<file path="src/rtl/nau_pkg.sv">
// Package: shared encodings for the next program address unit.
// Assumes: 2-bit codes driven by an external decoder.
package nau_pkg;

    typedef enum logic [1:0] {
        BK_NONE = 2'd0,
        BK_EQ   = 2'd1,
        BK_NE   = 2'd2,
        BK_NEG  = 2'd3
    } br_kind_e;

    typedef enum logic [1:0] {
        SRC_SEQ  = 2'd0,
        SRC_JUMP = 2'd1,
        SRC_REG  = 2'd2,
        SRC_TRAP = 2'd3
    } pc_src_e;

endpackage

</file>
<file path="src/rtl/nau_cond.sv">
// Module: nau_cond
// Decides whether the requested conditional branch is taken.
// Assumes: operands are full register values; kind comes from the decoder.
module nau_cond
    import nau_pkg::*;
#(
    parameter int XLEN = 32
) (
    input  logic [XLEN-1:0] op_a,
    input  logic [XLEN-1:0] op_b,
    input  br_kind_e        kind,
    output logic            taken
);

    logic same;

    // Purpose: compare operands and pick the condition for this kind.
    always_comb begin
        same = (op_a == op_b);
        unique case (kind)
            BK_EQ:   taken = same;
            BK_NE:   taken = !same;
            BK_NEG:  taken = op_a[XLEN-1];
            default: taken = 1'b0;
        endcase
    end

endmodule

</file>
<file path="src/rtl/nau_targets.sv">
// Module: nau_targets
// Forms the sequential, branch-relative and absolute-jump word targets.
// Assumes: word addresses; adders wrap modulo 2^AW.
module nau_targets #(
    parameter int XLEN  = 32,
    parameter int OFF_W = 16,
    parameter int JT_W  = 26
) (
    input  logic [XLEN-3:0]  pc_w,
    input  logic [OFF_W-1:0] off,
    input  logic [JT_W-1:0]  jt,
    output logic [XLEN-3:0]  inc_w,
    output logic [XLEN-3:0]  br_w,
    output logic [XLEN-3:0]  jmp_w
);

    localparam int AW   = XLEN - 2;
    localparam int EXT  = AW - OFF_W;
    localparam int HI_W = AW - JT_W;

    logic [AW-1:0] off_sx;

    // Purpose: sign-extend the offset and build the three candidate targets.
    always_comb begin
        off_sx = {{EXT{off[OFF_W-1]}}, off};
        inc_w  = pc_w + AW'(1);
        br_w   = inc_w + off_sx;
        jmp_w  = {pc_w[AW-1 -: HI_W], jt};
    end

endmodule

</file>
<file path="src/rtl/nau_select.sv">
// Module: nau_select
// Chooses the next word address among the four sources.
// Assumes: taken is valid only for the sequential source.
module nau_select
    import nau_pkg::*;
#(
    parameter int AW = 30
) (
    input  pc_src_e       sel,
    input  logic          taken,
    input  logic [AW-1:0] inc_w,
    input  logic [AW-1:0] br_w,
    input  logic [AW-1:0] jmp_w,
    input  logic [AW-1:0] reg_w,
    input  logic [AW-1:0] trap_w,
    output logic [AW-1:0] next_w
);

    // Purpose: four-way source multiplexer with branch override on the sequential path.
    always_comb begin
        unique case (sel)
            SRC_SEQ:  next_w = taken ? br_w : inc_w;
            SRC_JUMP: next_w = jmp_w;
            SRC_REG:  next_w = reg_w;
            default:  next_w = trap_w;
        endcase
    end

endmodule

</file>
<file path="src/rtl/next_addr_unit.sv">
// Module: next_addr_unit
// Holds the program counter and loads the selected next address each cycle.
// Assumes: synchronous active-low reset to address zero; byte bits kept at 00.
module next_addr_unit
    import nau_pkg::*;
#(
    parameter int          XLEN      = 32,
    parameter int          OFF_W     = 16,
    parameter int          JT_W      = 26,
    parameter logic [31:0] SYS_ENTRY = 32'h0000_0180
) (
    input  logic             clk,
    input  logic             rst_n,
    input  logic [XLEN-1:0]  rs_val,
    input  logic [XLEN-1:0]  rt_val,
    input  logic [OFF_W-1:0] br_off,
    input  logic [JT_W-1:0]  jmp_field,
    input  logic [1:0]       br_kind,
    input  logic [1:0]       pc_sel,
    output logic [XLEN-1:0]  pc_q,
    output logic [XLEN-1:0]  pc_next,
    output logic [XLEN-1:0]  pc_inc
);

    localparam int            AW     = XLEN - 2;
    localparam logic [AW-1:0] TRAP_W = SYS_ENTRY[XLEN-1:2];

    logic [AW-1:0] pc_w_q;
    logic [AW-1:0] inc_w, br_w, jmp_w, next_w;
    logic          taken;

    nau_cond #(.XLEN(XLEN)) cond_i (
        .op_a  (rs_val),
        .op_b  (rt_val),
        .kind  (br_kind_e'(br_kind)),
        .taken (taken)
    );

    nau_targets #(.XLEN(XLEN), .OFF_W(OFF_W), .JT_W(JT_W)) tgt_i (
        .pc_w  (pc_w_q),
        .off   (br_off),
        .jt    (jmp_field),
        .inc_w (inc_w),
        .br_w  (br_w),
        .jmp_w (jmp_w)
    );

    nau_select #(.AW(AW)) sel_i (
        .sel    (pc_src_e'(pc_sel)),
        .taken  (taken),
        .inc_w  (inc_w),
        .br_w   (br_w),
        .jmp_w  (jmp_w),
        .reg_w  (rs_val[XLEN-1:2]),
        .trap_w (TRAP_W),
        .next_w (next_w)
    );

    // Purpose: program counter register, word address only.
    always_ff @(posedge clk) begin
        if (!rst_n) pc_w_q <= '0;
        else        pc_w_q <= next_w;
    end

    // Purpose: expand word addresses back to byte addresses.
    always_comb begin
        pc_q    = {pc_w_q, 2'b00};
        pc_inc  = {inc_w, 2'b00};
        pc_next = {next_w, 2'b00};
    end

    AST_RESET_ZERO: assert property (@(posedge clk) !rst_n |=> pc_q == '0);
    AST_PC_FOLLOWS: assert property (@(posedge clk) disable iff (!rst_n) 1'b1 |=> pc_q == $past(pc_next));
    AST_SEQ_NO_BRANCH: assert property (@(posedge clk) disable iff (!rst_n) (pc_sel == SRC_SEQ && br_kind == BK_NONE) |-> pc_next == pc_inc);
    AST_JUMP_KEEPS_TOP: assert property (@(posedge clk) disable iff (!rst_n) pc_sel == SRC_JUMP |-> (pc_next[XLEN-1:XLEN-4] == pc_q[XLEN-1:XLEN-4] && pc_next[JT_W+1:2] == jmp_field));
    AST_REG_TARGET: assert property (@(posedge clk) disable iff (!rst_n) pc_sel == SRC_REG |-> pc_next[XLEN-1:2] == rs_val[XLEN-1:2]);
    AST_TRAP_ENTRY: assert property (@(posedge clk) disable iff (!rst_n) pc_sel == SRC_TRAP |-> pc_next[XLEN-1:2] == TRAP_W);
    AST_NEG_IGNORES_RT: assert property (@(posedge clk) disable iff (!rst_n) (pc_sel == SRC_SEQ && br_kind == BK_NEG && !rs_val[XLEN-1]) |-> pc_next == pc_inc);

endmodule

</file>
<file path="config.mk">
export PLATFORM = sky130hd
export DESIGN_NAME = next_addr_unit
export DESIGN_NICKNAME = d
export VERILOG_FILES = /design/src/rtl/nau_pkg.sv /design/src/rtl/nau_cond.sv /design/src/rtl/nau_targets.sv /design/src/rtl/nau_select.sv /design/src/rtl/next_addr_unit.sv
export SDC_FILE = /design/constraint.sdc
export NUM_CORES = 1
export LEC_CHECK = 0
export ABC_AREA = 1
export BUFFER_PORTS_ARGS = -buffer_cell sky130_fd_sc_hd__buf_4
export CAP_MARGIN = 20
export CORE_MARGIN = 2
export CORE_UTILIZATION = 52
export DETAILED_ROUTE_END_ITERATION = 8
export GPL_ROUTABILITY_DRIVEN = 0
export GPL_TIMING_DRIVEN = 1
export HOLD_SLACK_MARGIN = 0.1
export PLACE_DENSITY = 0.86
export SYNTH_ARGS = -nofsm -noshare
export SYNTH_HDL_FRONTEND = slang
export SYNTH_SLANG_ARGS = --single-unit
</file>
<file path="constraint.sdc">
create_clock -name clk -period 3.9 [get_ports clk]
set_clock_uncertainty 0.2 [all_clocks]
set_input_delay 0.195 -clock clk [delete_from_list [all_inputs] [get_ports clk]]
set_output_delay 0.195 -clock clk [all_outputs]
set_load 0.01 [all_outputs]
</file>
==> flow_summary.toml <==
[run_status]
status = "finished clean"

[route]
drc = 0
wire_per_inst_um = 15.6
vias = 7889
drt-vias-per-instance = 5.49
drtPass1Iterations = 6
ant_nets = 0
drt_iter0_drc = 847
wirelength_mm = 22.5

[floorplan]
initial_core_util_pct = 53.9
ios = 208
dieHeight_um = 110
coreArea_um2 = 10900
die-width_um = 110
die_area_um2 = 12200
rows = 38

[synth]
async_reset_ff_share_pct = 0
ys_ff_latch = 30
synth_most_common_cell = "nand2_1"
ys_seq_area_share_pct = 10.2
synth_cell_type_count = 34
synth.avg_cell_area_um2 = 5.41
synth_commonest_cells = "362 x nand2_1, 208 x inv_1, 90 x nor2_1"
synthCells = 1089
yosys_warnings = 0
syn-cell-area_um2 = 5890
synth.largest_area_cell = "nand2_1"
yosysTopAreaCellShare_pct = 23.1
synth_edf_count = 0
synthTopCellsByArea = "nand2_1 23%, inv_1 13%, dfxtp_1 10%"
synth_ff_type = "dfxtp_1"

[setup_path]
end_kind = "primary output"
r2r_slack_ps = 430
cp_max_fo = 5
cp.arrival_ps = 3480
path_class = "reg -> out"
required_ps = 3500
cp-start-kind = "flip-flop"

[finish]
finalNetCount = 1443
largest_reg_flops = 30
fin_cells = 1436
top_register = "pc_w_q"
drive_above_1_share_pct = 29.2
antenna_cells = 0
top_regs = "pc_w_q x30"
syn_to_final_growth_pct = 38.1

[cts]
clock_latency_ps = 270
clkSinkCount = 30
hold_buffers = 0
cts-root-buf = "clkbuf_16"
clock_path_buffers = 2
cts_tree = "yes"
cts-htree-levels = 2
numCtsBuffers = 5
clk_pin_slew_ps = 50

[timing]
slew_headroom_pct = 55.5
setup_viol = 0
hold_ws_ps = 125
hold_violations = 0
fin_ws_ps = 21.5
worst_pin_slew_ps = 667
finalCriticalPeriod_ps = 3880
max_freq_mhz = 258
finalCritPeriodShare_pct = 99.4
final.setup.tns_ps = 0
slew_viol_final = 0
rsz0062_at_grt = "true"

[grt]
grt.total_usage_pct = 32.9
grt_start_max_net_pins = 33
grt_pass1_vias = 6876
overflow = 0
grt_pass1_wl_mm = 33.2
antenna_found_initial = 0

[power]
leakagePower_nw = 4.55
power_w = 0.00174
p_per_area_nw_per_um2 = 214
ir_drop_mv = 0.168

[placement]
post-place-ws_ps = 142
dp.cells = 1416
hpwl_mm = 17.9
portBuffers = 201

[worst_hold_path]
hold_path.class = "in -> reg"

[flow_run]
max_cap_violations = 0
[area by class of cell]
class / count / area, um2
multi-input cells: 826 / 4750
fillers: 899 / 2800
repair buffers: 222 / 1670
inverters: 210 / 788
flip-flops and latches: 30 / 612
well taps: 140 / 175
clock buffers: 7 / 143
clock inverters: 1 / 5.00
[path summary, 6_finish.rpt]
check | cells past startpoint | from | end
max | 22 | pc_w_q[15]$_SDFF_PN0_ | pc_next[25]
min | 3 | rs_val[8] | pc_w_q[6]$_SDFF_PN0_
max reg2reg | 20 | pc_w_q[15]$_SDFF_PN0_ | pc_w_q[27]$_SDFF_PN0_
min reg2reg | 4 | pc_w_q[28]$_SDFF_PN0_ | pc_w_q[28]$_SDFF_PN0_
[timing repair]
| action | 4_1_cts | 5_1_grt |
|---|---|---|
| buffers inserted | 1 | 11 |
| resized for setup | 8 | 81 |
| endpoints found under the hold margin | 0 | 0 |
| endpoints found under the setup margin | 15 | 21 |
| pin swaps | 1 | 18 |
| gates cloned | 0 | 0 |
[cell usage in the layout (no fill, tap or decap), types with 3 or more instances in the layout]
| master | instances |
|---|---|
| nand3b_1 | 8 |
| xnor2_1 | 29 |
| or2_2 | 4 |
| nor3_1 | 7 |
| nand2_4 | 7 |
| buf_4 | 222 |
| nand2_1 | 352 |
| nor3_2 | 8 |
| o21ai_0 | 31 |
| nor2_1 | 72 |
| dfxtp_1 | 23 |
| a21oi_2 | 24 |
| ha_4 | 6 |
| xor2_2 | 5 |
| xor2_1 | 8 |
| nand4_1 | 36 |
| conb_1 | 6 |
| nor2_2 | 13 |
| dfxtp_2 | 6 |
| nand3_2 | 25 |
| ha_1 | 27 |
| o22ai_1 | 4 |
| clkbuf_16 | 5 |
| nand3_4 | 3 |
| inv_2 | 4 |
| a21oi_1 | 30 |
| nand2_2 | 27 |
| inv_1 | 206 |
| nor2_4 | 10 |
| nand3_1 | 72 |
[routing by layer]
| layer | up-vias | track usage (%) | wire length [um] |
|---|---|---|---|
| li1 | 3795 | - | - |
| met3 | 99 | 6.09 | 2130 |
| met1 | 3482 | 41.5 | 8580 |
| met5 | - | 0 | 0 |
| met4 | 0 | 10.8 | 992 |
| met2 | 513 | 56.5 | 10800 |
[report_power, final]
group	switching [W]	internal [W]	leakage, nW	total, W
Sequential	0.0000307	0.000330	0.250	0.000361
Combinational	0.000576	0.000416	4.23	0.000992
Clock	0.000136	0.000253	0.0739	0.000389
[metrics by stage]
| stage | utilization (%) | instance area, um2 |
|---|---|---|
| global route | 74.4 | 8140 |
| CTS | 70.4 | 7700 |
| detailed placement | 68.7 | 7510 |
| floorplan | - | 5910 |
| global placement | 68.7 | 7510 |
| finish | 74.4 | 8140 |
[critical path, cell delays in order, from the launching register on]
cell	delay (ps)
dfxtp_1	440
nand2_1	170
nor2_1	230
nand2_1	150
nor2_1	210
nand2_1	110
nand2_1	70
nand2_1	60
inv_1	120
ha_2	340
nand2_2	190
nor2_1	70
nor2_1	150
buf_4	140
nor2_1	40
nor2_1	140
nand2_1	70
nand2_1	60
nand2_1	60
nand2_2	80
nand3_2	110
nand2_1	90
buf_4	120
[cells by family after synthesis]
| kind of cell | Yosys count | share of synthesized area [%] |
|---|---|---|
| simple gates | 648 | 50.2 |
| buf+inv | 238 | 16.0 |
| compound gates | 92 | 9.26 |
| xor+xnor | 44 | 6.54 |
| fa+ha+maj | 36 | 7.78 |
| flops | 30 | 10.2 |
| other cells | 1 | 0.0637 |
(Power assumes the default switching activity.)
